--- config.mk ---
export PLATFORM = sky130hd
export DESIGN_NAME = spi_uart_host
export DESIGN_NICKNAME = d
export VERILOG_FILES = /design/src/rtl/spi_uart_host.sv
export SDC_FILE = /design/constraint.sdc
export NUM_CORES = 1
export LEC_CHECK = 0
export ABC_AREA = 1
export BUFFER_PORTS_ARGS = -buffer_cell sky130_fd_sc_hd__buf_2
export CAP_MARGIN = 20
export CORE_AREA = 2 2 130 132
export DETAILED_ROUTE_END_ITERATION = 16
export DIE_AREA = 0 0 132 134
export PLACE_DENSITY = 0.77
export SLEW_MARGIN = 20
export SYNTH_ARGS = -nofsm -noshare
export SYNTH_HDL_FRONTEND = slang
export SYNTH_SLANG_ARGS = --single-unit
export TNS_END_PERCENT = 10
--- constraint.sdc ---
create_clock -name clk -period 5.7 [get_ports clk]
set_clock_uncertainty 0.15 [all_clocks]
set_input_delay 1.14 -clock clk [delete_from_list [all_inputs] [get_ports clk]]
set_output_delay 1.14 -clock clk [all_outputs]
set_load 0.01 [all_outputs]
--- src/rtl/spi_uart_host.sv ---
`timescale 1ns/1ps
module spi_uart_host #(
  parameter int CLK_DIV   = 100,
  parameter int RETRY_GAP = 10000,
  parameter int RETRY_MAX = 100,
  parameter int BUF_AW    = 4
) (
  input  logic       clk,
  input  logic       rst_n,
  input  logic [3:0] rate_sel,
  input  logic [7:0] tx_data,
  input  logic       tx_valid,
  output logic       tx_ready,
  output logic [7:0] rx_data,
  output logic       rx_valid,
  input  logic       rx_ready,
  output logic       init_done,
  output logic       init_fail,
  output logic       spi_cs_n,
  output logic       spi_sclk,
  output logic       spi_mosi,
  input  logic       spi_miso
);

  localparam int DEPTH = 1 << BUF_AW;
  localparam int CW    = BUF_AW + 1;
  localparam int DW    = $clog2(CLK_DIV + 1);
  localparam int GW    = $clog2(RETRY_GAP + 1);
  localparam int TW    = $clog2(RETRY_MAX + 1);

  typedef enum logic [2:0] {
    ST_CFGW, ST_CFGR, ST_GAP, ST_IDLE, ST_POLL, ST_SEND, ST_DRAIN
  } state_t;

  function automatic logic [3:0] baud_code(input logic [3:0] s);
    case (s)
      4'd0: baud_code = 4'd14;
      4'd1: baud_code = 4'd13;
      4'd2: baud_code = 4'd12;
      4'd3: baud_code = 4'd11;
      4'd4: baud_code = 4'd10;
      4'd5: baud_code = 4'd9;
      4'd6: baud_code = 4'd2;
      4'd8: baud_code = 4'd0;
      default: baud_code = 4'd1;
    endcase
  endfunction

  state_t          state;
  logic [3:0]      code_q;
  logic [TW-1:0]   tries;
  logic [GW-1:0]   gap;
  logic [7:0]      txb;
  logic            need_cr;

  logic            xbusy, xdone, xgo;
  logic [15:0]     xsh, xword;
  logic [4:0]      xbit;
  logic [DW-1:0]   xdiv;
  wire             xtick = (xdiv == DW'(CLK_DIV - 1));

  logic [7:0]      mem [DEPTH];
  logic [BUF_AW-1:0] wp, rp;
  logic [CW-1:0]   cnt, cnt_nxt;
  logic            push, pop;

  wire in_exch = (state == ST_CFGW) || (state == ST_CFGR) || (state == ST_POLL) ||
                 (state == ST_SEND) || (state == ST_DRAIN);

  assign xgo      = in_exch && !xbusy && !xdone;
  assign spi_mosi = xsh[15];
  assign tx_ready = (state == ST_IDLE);
  assign rx_valid = (cnt != '0);
  assign rx_data  = mem[rp];
  assign pop      = rx_valid && rx_ready;
  assign push     = xdone && xsh[15] && ((state == ST_SEND) || (state == ST_DRAIN)) &&
                    (cnt != CW'(DEPTH));
  assign cnt_nxt  = cnt + CW'(push) - CW'(pop);

  always_comb begin
    case (state)
      ST_CFGW: xword = {2'b11, 10'd0, baud_code(rate_sel)};
      ST_CFGR,
      ST_POLL: xword = {2'b01, 14'd0};
      ST_SEND: xword = {2'b10, 6'd0, need_cr ? 8'h0D : txb};
      default: xword = 16'h0000;
    endcase
  end

  always_ff @(posedge clk or negedge rst_n) begin
    if (!rst_n) begin
      xbusy    <= 1'b0;
      xdone    <= 1'b0;
      xsh      <= '0;
      xbit     <= '0;
      xdiv     <= '0;
      spi_cs_n <= 1'b1;
      spi_sclk <= 1'b1;
    end else begin
      xdone <= 1'b0;
      if (xgo) begin
        xbusy    <= 1'b1;
        spi_cs_n <= 1'b0;
        spi_sclk <= 1'b0;
        xsh      <= xword;
        xbit     <= '0;
        xdiv     <= '0;
      end else if (xbusy) begin
        xdiv <= xtick ? '0 : xdiv + 1'b1;
        if (xtick) begin
          if (spi_cs_n) begin
            xbusy <= 1'b0;
            xdone <= 1'b1;
          end else if (!spi_sclk) begin
            spi_sclk <= 1'b1;
            spi_cs_n <= (xbit == 5'd16);
          end else begin
            xsh      <= {xsh[14:0], spi_miso};
            xbit     <= xbit + 1'b1;
            spi_sclk <= 1'b0;
          end
        end
      end
    end
  end

  always_ff @(posedge clk) begin
    if (push) mem[wp] <= xsh[7:0];
  end

  always_ff @(posedge clk or negedge rst_n) begin
    if (!rst_n) begin
      wp  <= '0;
      rp  <= '0;
      cnt <= '0;
    end else begin
      if (push) wp <= wp + 1'b1;
      if (pop)  rp <= rp + 1'b1;
      cnt <= cnt_nxt;
    end
  end

  always_ff @(posedge clk or negedge rst_n) begin
    if (!rst_n) begin
      state     <= ST_CFGW;
      code_q    <= '0;
      tries     <= '0;
      gap       <= '0;
      txb       <= '0;
      need_cr   <= 1'b0;
      init_done <= 1'b0;
      init_fail <= 1'b0;
    end else begin
      case (state)
        ST_CFGW: begin
          if (xgo) code_q <= baud_code(rate_sel);
          if (xdone) state <= ST_CFGR;
        end
        ST_CFGR: if (xdone) begin
          if (xsh[13:0] == {10'd0, code_q}) begin
            init_done <= 1'b1;
            state     <= ST_IDLE;
          end else if (tries == TW'(RETRY_MAX - 1)) begin
            init_done <= 1'b1;
            init_fail <= 1'b1;
            state     <= ST_IDLE;
          end else begin
            tries <= tries + 1'b1;
            gap   <= '0;
            state <= ST_GAP;
          end
        end
        ST_GAP: begin
          if (gap == GW'(RETRY_GAP - 1)) state <= ST_CFGW;
          else gap <= gap + 1'b1;
        end
        ST_IDLE: begin
          if (tx_valid) begin
            txb     <= tx_data;
            need_cr <= (tx_data == 8'h0A);
            state   <= ST_POLL;
          end else if (rx_ready && cnt == '0) begin
            state <= ST_DRAIN;
          end
        end
        ST_POLL: if (xdone && xsh[14]) state <= ST_SEND;
        ST_SEND: if (xdone) begin
          if (need_cr) begin
            need_cr <= 1'b0;
            state   <= ST_POLL;
          end else begin
            state <= ST_IDLE;
          end
        end
        ST_DRAIN: if (xdone) begin
          if (!xsh[15] || cnt_nxt == CW'(DEPTH)) state <= ST_IDLE;
        end
        default: state <= ST_IDLE;
      endcase
    end
  end

  a_r1_idle_sclk_high: assert property (@(posedge clk) disable iff (!rst_n)
    spi_cs_n |-> spi_sclk);

  a_r1_select_with_low_clock: assert property (@(posedge clk) disable iff (!rst_n)
    $fell(spi_cs_n) |-> !spi_sclk);

  a_r1_mosi_stable_high: assert property (@(posedge clk) disable iff (!rst_n)
    (!spi_cs_n && spi_sclk && $past(!spi_cs_n && spi_sclk)) |-> $stable(spi_mosi));

  a_r4_done_sticky: assert property (@(posedge clk) disable iff (!rst_n)
    init_done |=> init_done);

  a_r5_fail_implies_done: assert property (@(posedge clk) disable iff (!rst_n)
    init_fail |-> init_done);

  a_r6_ready_after_init: assert property (@(posedge clk) disable iff (!rst_n)
    tx_ready |-> init_done);

  a_r10_no_overflow: assert property (@(posedge clk) disable iff (!rst_n)
    cnt <= CW'(DEPTH));

  a_r10_count_step: assert property (@(posedge clk) disable iff (!rst_n)
    (cnt == $past(cnt)) || (cnt == $past(cnt) + 1'b1) || (cnt + 1'b1 == $past(cnt)));

endmodule

* Word level (Yosys, flattened, before mapping)
Memory sizes are Yosys's and may differ from the RTL's. A register that Yosys moved wholly into a read port is not among the register bits.
Index checks and enable logic that the tools add are counted.
** Cells by class
- Add/subtract/negate cells :: 8
- Equality and inequality tests :: 27
- Muxes and demuxes :: 58
- Bitwise logic cells :: 2
- Reductions and logical operators :: 39
** Operators with widths (count)
- 2-to-1 mux 16 bit :: 5
- 2-to-1 mux 14 bit :: 4
- case mux 16 bit (3 select lines) :: 1
- 2-to-1 mux 3 bit :: 10
- case mux 14 bit (2 select lines) :: 1
- 2-to-1 mux 1 bit :: 26
- 2-to-1 mux 5 bit :: 5
- 2-to-1 mux 7 bit :: 3
- case mux 3 bit (7 select lines) :: 1
- != test 2 bit, second input constant :: 9
- adder 14 x 1 -> 14 bit, second input constant :: 1
- adder 7 x 1 -> 7 bit, second input constant :: 2
- equality test 14 bit, second input constant :: 1
- equality test 14 x 4 -> 1 bit :: 1
- equality test 7 bit, second input constant :: 2
- AND reduction 4 bit :: 3
- nonzero test 2 bit :: 6
- equality test 5 bit, second input constant :: 2
- equality test 3 bit, second input constant :: 3
- AND reduction 3 bit :: 3
- adder 4 x 1 -> 4 bit, second input constant :: 2
- equality test 8 x 4 -> 1 bit, second input constant :: 1
- logical AND 1 bit :: 8
- 2-to-1 mux 8 bit :: 1
- 19 further kinds :: 33
** Storage, ports and cells
- Register bits after elaboration :: 80
- RAM bits :: 128
- ROM bits :: 128
- Input port bits :: 17
- Output and inout bits :: 15
- Logic and storage cells :: 154
- Memories :: 3
** Memory list
- mem :: depth 16, bits a word 8, rd ports 1, clocked after memory_dff 0, wr ports 1, line 62 : logic [7:0] mem [DEPTH];
- (name not given) :: depth 16, bits a word 4, rd ports 1, clocked after memory_dff 1, wr ports 0, line 36 : case (s)
- (name not given) :: depth 16, bits a word 4, rd ports 1, clocked after memory_dff 0, wr ports 0, line 36

* Longest topological paths before layout
Gate-level depths: netlist of run 1.
- Depth in word-level cells :: 11
- Depth in mapped cells :: 20
- Mapped depth without buffers :: 20

* Least setup slack after synthesis of run 1
Ideal clock, no wire load.
- Path type :: input-to-reg
- Start point :: input port rx_ready
- End point :: register state[2]
- Setup time :: 0.117 ns
- Arrival time :: 3.059 ns
- Data required time :: 5.433 ns
- Slack :: 2.374 ns
- Stages on the path :: 15
- Buffers on the path :: 0
- Cells stage by stage :: nand2_1 > inv_1 > ha_1 > inv_1 > ha_1 > fa_1 > or2_2 > nor2_1 > nand3_1 > nand2_1 > nand2_1 > nand2_1 > nand2_1 > nand2_1 > nand2_1
** On the way
- Cells in the longest elaborated chain, start to end :: 6
- Elaborated cells between the ends (all ways) :: 8
- Classes of those cells :: add/sub (1); eq/ne (3); reduce/logical (4)
** RTL lines
- start, declared :: line 16 : input logic rx_ready,
- logical AND 1 bit :: line 75 : assign pop = rx_valid && rx_ready;
- via pop :: line 65 : logic push, pop;
- subtractor 5 x 1 -> 5 bit :: line 78 : assign cnt_nxt = cnt + CW'(push) - CW'(pop);
- via cnt_nxt[1] :: line 64 : logic [CW-1:0] cnt, cnt_nxt;
- equality test 5 bit :: line 196 : if (!xsh[15] || cnt_nxt == CW'(DEPTH)) state <= ST_IDLE;
- logical OR 1 bit :: line 196
- != test 2 x 1 -> 1 bit (no line)
- AND reduction 8 bit (no line)
- end signal, assigned :: line 192 : state <= ST_IDLE;
- end signal, assigned :: line 196
- end signal, assigned :: line 198 : default: state <= ST_IDLE;
- end, declared :: line 49 : state_t state;
The timed path passes the listed nets, and every way through them passes these cells.
A chain may end at the register's enable or synchronous reset.

* Worst setup path after layout of run 1
- Start point :: register rp[1]
- End point :: output port rx_data[4]
** On the way
- Cells in the longest elaborated chain, start to end :: 1
** RTL lines
- start, declared :: line 63 : logic [BUF_AW-1:0] wp, rp;
- start signal, assigned :: line 138 : if (pop) rp <= rp + 1'b1;
- memory (16 x 8 bit)
- end, declared :: line 14 : output logic [7:0] rx_data,
No other way between the ends.

==> results.md, run 1 <==
- Cells after DPL: 1,113
- Yosys cell types: 49
- Clk root buf: clkbuf_16
- Crit Path Class: reg -> out
- Placed Area: 9950 um^2
- Die Span X: 132 um
- Reg2Reg Capture Point: state[1]
- Routed WL: 19,500 um
- H-tree lvl count: 1
- Post-Synth Adder-Cell Area: 2.55%
- # Post-CTS Setup Buffers: 0
- Warnings from Yosys: 0
- Dpl hpwl: 12,500 um
- Seq/Total Area, Yosys: 61.8%
- Cell count of the worst reg-to-reg path: 17
- Max-cap violations: 0
- Startpoint types: register
- TritonCTS clock tree: done
- Peak VDD IR: 236 uV
- CTS sink cnt: 212
- Fin crit share: 67.6%
- Antenna violations before repair: 0
- Area of the multi-input gates: 3220 um^2
- Status: finished, final reports clean
- Starting Density: 59.1%
- Slew Limit Fails: 0
- Post-route setup TNS: 0 ns
- Hold Crit Start: init_fail
- Layout area overhead: 10.8%
- Final ANT Viol Nets: 0
- Syn Std Cell Area: 9630 um^2
- WHS Path Cells: 1
- Die height: 134 um
- Clock-pin slew on the worst setup and hold paths: 0.06 ns
- WHS Endpoint: init_fail
- Compound-Gate Fraction of Synth Area: 10.1%
- R2R Setup Slk: 2.30 ns
- Crit end category: output port
- 1st-pass router iterations: 5
- Largest net degree at the start of global routing: 68
- Primary FF master, synth: edfxtp_1
- Fmax: 0.260 GHz
- Min Tclk post-route: 3.85 ns
- Commonest cells after routing, fill and taps aside: 138 x nand2_1, 128 x edfxtp_1, 108 x nor2_1
- Proportion of layout cells with a drive suffix above 1: 10.7%
- Async SR Flop Fraction: 39.6%
- Crit Reg-Reg Startpoint: state[1]
- Post-Synth XOR/XNOR Area: 2.46%
- Number of flops mapped to enable cells by yosys: 128
- Post-synthesis mux area share: 2.95%
- Gr ovfl total: 0
- Pwr/cell area: 376 nW/um^2
- Die ar.: 17,700 um^2
- Post-Layout Cell Count: 1,153
- Final Setup Violations: 0
- CTS hold repair buffers: 0
- Hold Vio Cnt, Final: 0
- Global-route wire length before repair: 31,900 um
- Core region area: 16,300 um^2
- P_leak: 4.14 nW
- Most common cell after layout, fill and taps aside: nand2_1
- Post-synthesis simple-gate area fraction: 15.4%
- Residual DRC: 0
- I/O pin total: 32
- Vias: 6,593
- Worst EP arrival: 2.56 ns
- Crit-path max FO: 67
- ANT cells: 0
- Final nets: 953
- Fill cells: 1,267
- RePlAce Congestion: 0.857
- WP data required: 4.41 ns
- Design area: 10,700 um^2
- RSZ-0062 raised after global routing: no
- Post-Syn Nets: 922
- Via density: 5.72
- Clock Latency Late Sink: 0.50 ns
- Combinational family with the most area after synthesis: simple AND/OR/NAND/NOR gates
- Initial drt markers: 585
- Num rows: 47
- Count of buffers from port buffering: 31
- Post_cts resized: 0
- Slew of the pin with the lowest slew margin: 1.08 ns
- Slew HR: 27.8%
- Clock Tree Buf Depth: 3
- All-Layer GR Usage: 22.5%
- CTS Buf Count: 22
- WL per Instance: 16.9 um
- Syn Area/Cell: 10.9 um^2
- Worst hold path class: reg -> reg
- Vias in the first global route: 6,348
- Synth Register Bits: 212
- Synth Instances: 886
- Register area: 5950 um^2
==> worst max path at each step <==
stage / endpoint / slack [ns] / depth (start not counted) / from
after CTS: rx_data[6] / 1.89 / 5 / rp[1]
after detailed placement: state[1] / 2.01 / 16 / rx_ready
after floorplan: state[2] / 2.37 / 15 / rx_ready
after global routing: rx_data[3] / 1.69 / 5 / rp[1]
final: rx_data[4] / 1.85 / 5 / rp[1]
after global placement: state[1] / 2.12 / 16 / rx_ready
==> area by class of cell <==
class                   instances  area share [%]
multi-input cells             562            30.2
clock buffers                  32            6.09
well taps                     220            2.58
inverters                      84            2.98
clock inverters                 8           0.668
flip-flops and latches        212            55.7
repair buffers                 35            1.76
==> per-stage QoR <==
step                utilization [%]  setup WS (ns)  hold slack [ns]  total power [mW]
finish                         65.5           1.85            0.311              4.01
detailed placement             61.1           2.01            0.292              2.62
floorplan                         -           2.37            0.298              2.36
global placement               61.1           2.12            0.291              2.60
global route                   65.5           1.69            0.348              4.19
CTS                            65.5           1.89            0.312              4.03
==> logic make-up after synthesis <==
| group | after synthesis |
|---|---|
| fa+ha+maj | 19 |
| compound gates | 151 |
| flops | 212 |
| xor+xnor | 27 |
| simple gates | 337 |
| buf+inv | 112 |
| mux | 28 |
==> worst max-delay path, cell delays in order (launching register included) <==
cell and delay, ns:
dfrtp_2 1.07, o21ai_0 0.25, o221ai_1 0.35, nand3_1 0.15, nand2_1 0.07, buf_2 0.13
==> cell usage after synthesis, types with 2 or more instances <==
cell type / count / area share [%]
o21ai_1: 4 / 0.21
nand4_1: 11 / 0.71
xnor2_1: 2 / 0.18
inv_2: 5 / 0.19
nand2_1: 138 / 5.4
clkbuf_1: 15 / 0.58
o21ai_0: 64 / 3.3
buf_1: 3 / 0.12
o221ai_1: 27 / 2.5
nor4_1: 4 / 0.26
o211ai_1: 12 / 0.94
a31oi_1: 2 / 0.13
inv_1: 77 / 3.0
a21oi_1: 20 / 1.0
ha_1: 18 / 2.3
buf_2: 6 / 0.31
mux2_2: 3 / 0.35
nand2_2: 3 / 0.19
nand3_1: 52 / 2.7
mux2i_1: 25 / 2.6
nand2_4: 4 / 0.47
nor2_2: 2 / 0.13
o32ai_1: 7 / 0.64
nor2_1: 108 / 4.2
xor2_1: 25 / 2.3
dfstp_2: 2 / 0.55
edfxtp_1: 128 / 40
o22ai_1: 7 / 0.45
nor3_1: 8 / 0.42
dfrtp_1: 82 / 21
buf_6: 2 / 0.23
nor3_2: 2 / 0.21
nor2_8: 2 / 0.42
==> per-layer routing <==
metal | track usage [%] | routed length [um]
met5 | 0 | 0
met4 | 6.76 | 385
met3 | 2.76 | 1170
met2 | 37.4 | 9430
met1 | 31.6 | 8530
==> sequential cells by signal, indices dropped and copies added (netlist names) <==
| register | flops |
|---|---|
| tries | 7 |
| wp | 4 |
| xdiv | 7 |
| code_q | 4 |
| mem | 128 |
| txb | 8 |
| rp | 4 |
| spi_sclk | 1 |
| gap | 14 |
| init_fail | 1 |
| xsh | 16 |
| xbit | 5 |
| cnt | 5 |
| spi_cs_n | 1 |
| need_cr | 1 |
| xdone | 1 |
| init_done | 1 |
| state | 3 |
| xbusy | 1 |
==> power by group <==
part / internal [mW] / switching [mW] / total, mW
clock: 0.840 / 0.570 / 1.41
sequential: 1.66 / 0.102 / 1.77
combinational: 0.301 / 0.533 / 0.834
Power figures use the tool's default switching activity.
==> inputs of run 2 (changes only) <==
- ABC_AREA: 1 -> 0
- CORE_AREA: 2 2 130 132 -> 2 2 129 131
- DIE_AREA: 0 0 132 134 -> 0 0 131 133
- PLACE_DENSITY: 0.77 -> 0.76
- clock period: 5.7 -> 4 ns (I/O delays scaled with it)
==> results.md, run 2 <==
- Reg with most FFs: mem
- Seq/Total Area, Yosys: 63.1% (+1.4 points)
- Global-route wire length before repair: 29,600 um (-7.2%)
- CP bufs+invs: 2 (+1)
- ANT cells: 0 (unchanged)
- Residual DRC: 0 (unchanged)
- Hold Vio Cnt, Final: 0 (unchanged)
- Synth area leader: edfxtp_1
- Worst hold path class: in -> async
- Post-Layout Cell Count: 913 (-21%)
- Status: finished, final reports clean
- Total power draw: 4.97 mW (+24%)
- Max layer used: met4
- Starting Density: 58.3% (-0.86 points)
- Proportion of layout cells with a drive suffix above 1: 17.0% (+6.3 points)
- Primary FF master, synth: edfxtp_1
- Syn Area/Cell: 14.7 um^2 (+35%)
- RePlAce Congestion: 0.856 (about the same)
- Num rows: 47 (unchanged)
- All-Layer GR Usage: 22.1% (-0.41 points)
- Pwr/cell area: 477 nW/um^2 (+27%)
- Max FFs per register: 128 (unchanged)
- Number of flops mapped to enable cells by yosys: 128 (unchanged)
- Post-synth top area share: 40.8% (+0.88 points)
- Fin crit share: 91.2%
- CTS Buf Count: 21 (-4.5%)
- Die height: 133 um (-0.75%)
- Post-route setup TNS: 0 ns (unchanged)
- Peak VDD IR: 282 uV (+19%)
- Routed WL: 18,500 um (-5.2%)
- Post_cts resized: 0 (unchanged)
- Crit end category: register
- Core region area: 16,200 um^2 (-0.72%)
- Pre-CTS WS: 0.441 ns (-1.56 ns)
- Placed Area: 9780 um^2 (-1.8%)
- Initial drt markers: 364 (-38%)
- WP data required: 4.19 ns (-0.22 ns)
- Slack of the critical path: 0.351 ns (-1.50 ns)
- Crit Path Class: reg -> reg
- Slowest cell on crit path: dfrtp_1
- Vias: 5,438 (-18%)
- Met2 wire len: 9270 um (-1.7%)
- Largest net degree at the start of global routing: 76 (+12%)
- Die Span X: 131 um (-0.76%)
- R2R Setup Slk: 0.35 ns (-1.95 ns)
- Slew of the pin with the lowest slew margin: 0.954 ns (-0.129 ns)
- Slew HR: 36.4% (+8.6 points)
- RSZ-0062 raised after global routing: no
- Cells after DPL: 875 (-21%)
- Largest stage delay, worst path: 0.63 ns (-0.44 ns)
- P_leak: 3.63 nW (-12%)
- Final nets: 714 (-25%)
- 1st-pass router iterations: 5 (unchanged)
- Clock Tree Buf Depth: 3 (unchanged)
- Die ar.: 17,400 um^2 (-1.5%)
- Fin Hold WS: 0.306 ns (-0.00451 ns)
- Vias in the first global route: 5,486 (-14%)
- CP cell instances: xnor2_1 > a311oi_4 > inv_2 > ha_1 > inv_1 > ha_1 > fa_1 > a21oi_1 > o21bai_1 > xnor2_1 > a311oi_1 > o22ai_1
- # Post-CTS Setup Buffers: 0 (unchanged)
- Commonest cells after routing, fill and taps aside: 128 x edfxtp_1, 81 x dfrtp_1, 53 x nand2_1
- Design area: 10,400 um^2 (-2.4%)
- Clock Latency Late Sink: 0.49 ns (about the same)
- Via density: 5.96 (+4.2%)
- Async SR Flop Fraction: 39.6% (unchanged)
- Fmax: 0.274 GHz
- Min Tclk post-route: 3.65 ns
- Post-Syn Nets: 676 (-27%)
- Dpl hpwl: 12,100 um (-3.1%)
- Crit-path max FO: 12 (-82%)
- Synth cell count leaders: 128 x edfxtp_1, 82 x dfrtp_1, 53 x nand2_1
- Yosys cell types: 60 (+22%)
- Final Core Density: 64.5% (-1.1 points)
- Gr ovfl total: 0 (unchanged)
- Synth Instances: 640 (-28%)
- WL per Instance: 20.2 um (+20%)
- Warnings from Yosys: 0 (unchanged)
- Final ANT Viol Nets: 0 (unchanged)
- Slew Limit Fails: 0 (unchanged)
- Layout area overhead: 10.6%
- Largest regs: mem x128, xsh x16, gap x14
- Met3 wire length: 861 um (-26%)
- Syn Std Cell Area: 9420 um^2 (-2.2%)
- I/O pin total: 32 (unchanged)
- DRT met1 WL: 7810 um (-8.4%)
- Worst EP arrival: 3.84 ns (+1.28 ns)
- Most common cell after layout, fill and taps aside: edfxtp_1
- Area contributors post-synth: edfxtp_1 41%, dfrtp_1 22%, mux4_1 5.3%
- CP top delay family: compound AO/OA/AOI/OAI gates
- Reg2Reg Capture Point: state[0]
- Final Setup Violations: 0 (unchanged)
- Crit Reg-Reg Startpoint: state[0]
- Cell count of the worst reg-to-reg path: 12 (-5)
- H-tree lvl count: 1 (unchanged)
- Clock-pin slew on the worst setup and hold paths: 0.06 ns (about the same)
- Clk root buf: clkbuf_16
- Count of buffers from port buffering: 31 (unchanged)
- Antenna violations before repair: 0 (unchanged)
- TritonCTS clock tree: done
- Startpoint types: register
- CTS sink cnt: 212 (unchanged)
- Max-cap violations: 0 (unchanged)
- CTS hold repair buffers: 0 (unchanged)
- Count leader, synth: edfxtp_1
- Synth Register Bits: 212 (unchanged)
## run 2: logic make-up (layout without fill, tap and decap cells)
group | count (synthesis) | count (layout) | share of synthesized area (%)
xor gates and xnor gates | 40 | 40 | 3.72
adders and majority gates | 19 | 19 | 2.60
buffers and inverters | 55 | 108 | 3.07
DFF | 212 | 212 | 63.1
muxes | 61 | 61 | 12.7
AOI/OAI and AO/OA | 70 | 70 | 4.67
and+or+nand+nor | 183 | 183 | 10.1
## run 2: report_power, final
| group | internal [mW] | switching [mW] | total [mW] |
|---|---|---|---|
| clock | 1.10 | 0.778 | 1.87 |
| sequential | 2.36 | 0.0977 | 2.45 |
| combinational | 0.305 | 0.335 | 0.640 |
## run 2: metal layers
| layer | track usage [%] | vias up |
|---|---|---|
| li1 | - | 2482 |
| met1 | 31.0 | 2738 |
| met2 | 36.7 | 182 |
| met3 | 2.55 | 36 |
| met4 | 6.80 | 0 |
| met5 | 0 | - |
## run 2: area by class of cell
class	count	area, um^2
timing repair buffer	44	268
multi-input combinational	373	3190
fill	1124	5750
clock buffer	27	548
inverter	26	97.6
tap	220	275
clock inverter	11	101
sequential	212	5950
## run 2: worst register-to-register path, cell delays in order (launching register included)
cell and delay, ns:
dfrtp_1 0.63, xnor2_1 0.20, a311oi_4 0.50, inv_2 0.12, ha_1 0.30, inv_1 0.04, ha_1 0.20, fa_1 0.41
a21oi_1 0.17, o21bai_1 0.11, xnor2_1 0.16, a311oi_1 0.35, o22ai_1 0.16
## run 2: worst max-delay path by stage
stage	startpoint	to	slack, ns	cells past startpoint
floorplan	state[0]	state[0]	0.87	13
global placement	state[0]	state[0]	0.61	12
detailed placement	state[0]	state[0]	0.44	12
CTS	state[0]	state[0]	0.38	12
global route	state[0]	state[0]	0.15	12
finish	state[0]	state[0]	0.35	12
==> inputs of run 3 (changes only) <==
- CORE_AREA: 2 2 129 131 -> 2 2 134 136
- DIE_AREA: 0 0 131 133 -> 0 0 136 138
- PLACE_DENSITY: 0.76 -> 0.71
==> results.md, run 3 (synthesis gave the netlist of run 2 again) <==
- Pre-CTS WS: 0.462 ns (+0.0207 ns)
- Die Span X: 136 um (+3.8%)
- WP data required: 3.05 ns (-1.14 ns)
- Pwr/cell area: 494 nW/um^2 (+3.6%)
- CTS hold repair buffers: 0 (unchanged)
- Slew Limit Fails: 0 (unchanged)
- Clock Latency Late Sink: 0.50 ns (about the same)
- Count of buffers from port buffering: 31 (unchanged)
- Total power draw: 5.22 mW (+5.0%)
- Num rows: 49 (+4.3%)
- Antenna violations before repair: 0 (unchanged)
- Fin crit share: 95.3% (+4.0 points)
- Largest regs: mem x128, xsh x16, gap x14
- Residual DRC: 0 (unchanged)
- WL per Instance: 20.1 um (-0.85%)
- Switching pwr: 1.23 mW (+2.0%)
- Switching share of power: 23.6% (-0.71 points)
- I/O pin total: 32 (unchanged)
- H-tree lvl count: 1 (unchanged)
- Global-route wire length before repair: 30,400 um (+2.6%)
- Dpl hpwl: 12,600 um (+4.2%)
- Routed WL: 18,600 um (+0.45%)
- Clock Tree Buf Depth: 3 (unchanged)
- Slew of the pin with the lowest slew margin: 0.856 ns (-0.0981 ns)
- Met1 GRT Util: 29.3% (-1.7 points)
- Die height: 138 um (+3.8%)
- Largest net degree at the start of global routing: 64 (-16%)
- 1st-pass router iterations: 5 (unchanged)
- Worst hold path class: in -> async
- Crit Path Class: reg -> out
- Proportion of layout cells with a drive suffix above 1: 18.2% (+1.2 points)
- Grt met3 use: 3.81% (+1.3 points)
- Crit end category: output port
- Status: finished, final reports clean
- Combinational Power Share: 11.1% (-1.8 points)
- Clk root buf: clkbuf_16
- Starting Density: 53.7% (-4.5 points)
- Via density: 5.89 (-1.2%)
- Peak VDD IR: 283 uV (+0.42%)
- Vias in the first global route: 5,584 (+1.8%)
- ANT cells: 0 (unchanged)
- Crit-path max FO: 21 (+9)
- RePlAce Congestion: 0.813 (-5.0%)
- # Post-CTS Setup Buffers: 0 (unchanged)
- CTS sink cnt: 212 (unchanged)
- Clock power frac: 41.1% (+3.4 points)
- RSZ-0062 raised after global routing: no
- Slew HR: 42.7% (+6.3 points)
- Startpoint types: register
- Gr ovfl total: 0 (unchanged)
- Final ANT Viol Nets: 0 (unchanged)
- Hold Vio Cnt, Final: 0 (unchanged)
- Reg with most FFs: mem
- Clock-pin slew on the worst setup and hold paths: 0.06 ns (about the same)
- Most Crowded Layer GR: met2
- Die ar.: 18,800 um^2 (+7.7%)
- Min Tclk post-route: 3.81 ns (+0.162 ns)
- Sequential Power Share: 47.8% (-1.6 points)
- Layout area overhead: 12.2%
- Initial drt markers: 398 (+9.3%)
- Vias: 5,445 (+0.13%)
- Post-route setup TNS: 0 ns (unchanged)
- Max FFs per register: 128 (unchanged)
- Final Setup Violations: 0 (unchanged)
- Core region area: 17,500 um^2 (+8.4%)
- All-Layer GR Usage: 20.8% (-1.3 points)
- TritonCTS clock tree: done
- Worst EP arrival: 2.86 ns (-0.98 ns)
- Max-cap violations: 0 (unchanged)
- Cell-internal power: 3.98 mW (+6.0%)
- Fmax: 0.262 GHz (-4.2%)
- Commonest cells after routing, fill and taps aside: 128 x edfxtp_1, 81 x dfrtp_1, 53 x nand2_1
- Slack of the critical path: 0.190 ns (-0.162 ns)
- Met2 Use GR: 33.8% (-2.8 points)
- Most common cell after layout, fill and taps aside: edfxtp_1
- P_leak: 3.69 nW (+1.7%)
- CTS Buf Count: 22 (+4.8%)
- Post_cts resized: 0 (unchanged)
- Final nets: 717 (+0.42%)
run 3: changes by cell type in the layout (fill, tap and decap cells not counted), sizes merged:
cell	change
clkinv	-4
clkinvlp	+3
buf	+2
bufinv	+2
run 3: final timing paths:
kind / start / slack, ns / endpoint / depth (start not counted)
worst min register to register: init_done / 0.31 / init_done / 1
worst max register to register: state[0] / 0.41 / state[0] / 12
worst min-delay path: rst_n / 0.24 / tries[6] / 1
min in group clk: init_done / 0.31 / init_done / 1
max in group asynchronous: rst_n / 2.57 / spi_sclk / 2
worst max-delay path: rp[0] / 0.19 / rx_data[7] / 4
run 3: layout make-up:
type	instances	area, um^2
fill	1317	6960
sequential	212	5950
multi-input combinational	373	3190
clock buffer	27	601
tap	229	287
timing repair buffer	46	283
clock inverter	12	170
inverter	26	97.6
run 3: critical path: stages (launching register included):
cell,delay (ns)
dfrtp_2,0.80
buf_12,0.25
mux4_1,0.63
mux4_2,0.51
buf_2,0.16
run 3: metal layers:
layer  vias up  routed length [um]
met2       140                9350
met1      2797                7940
met3        24                1010
met4         0                 277
li1       2484                   -
met5         -                   0
run 3: stage by stage:
| step | cell area, um^2 | hold slack (ns) | utilization (%) | cells |
|---|---|---|---|---|
| floorplan | 9420 | 0.292 | - | 640 |
| global placement | 9800 | 0.289 | 55.9 | 886 |
| detailed placement | 9800 | 0.297 | 55.9 | 886 |
| CTS | 10600 | 0.262 | 60.3 | 925 |
| global route | 10600 | 0.282 | 60.3 | 925 |
| finish | 10600 | 0.239 | 60.3 | 925 |
run 3: power groups by stage:
stage                     clock [mW]  sequential [mW]  combinational, mW
after floorplan                    0             2.43              0.592
after global placement             0             2.53              0.556
after detailed placement           0             2.54              0.577
after CTS                       2.18             2.50              0.583
after global routing            2.29             2.51              0.631
final                           2.15             2.50              0.578
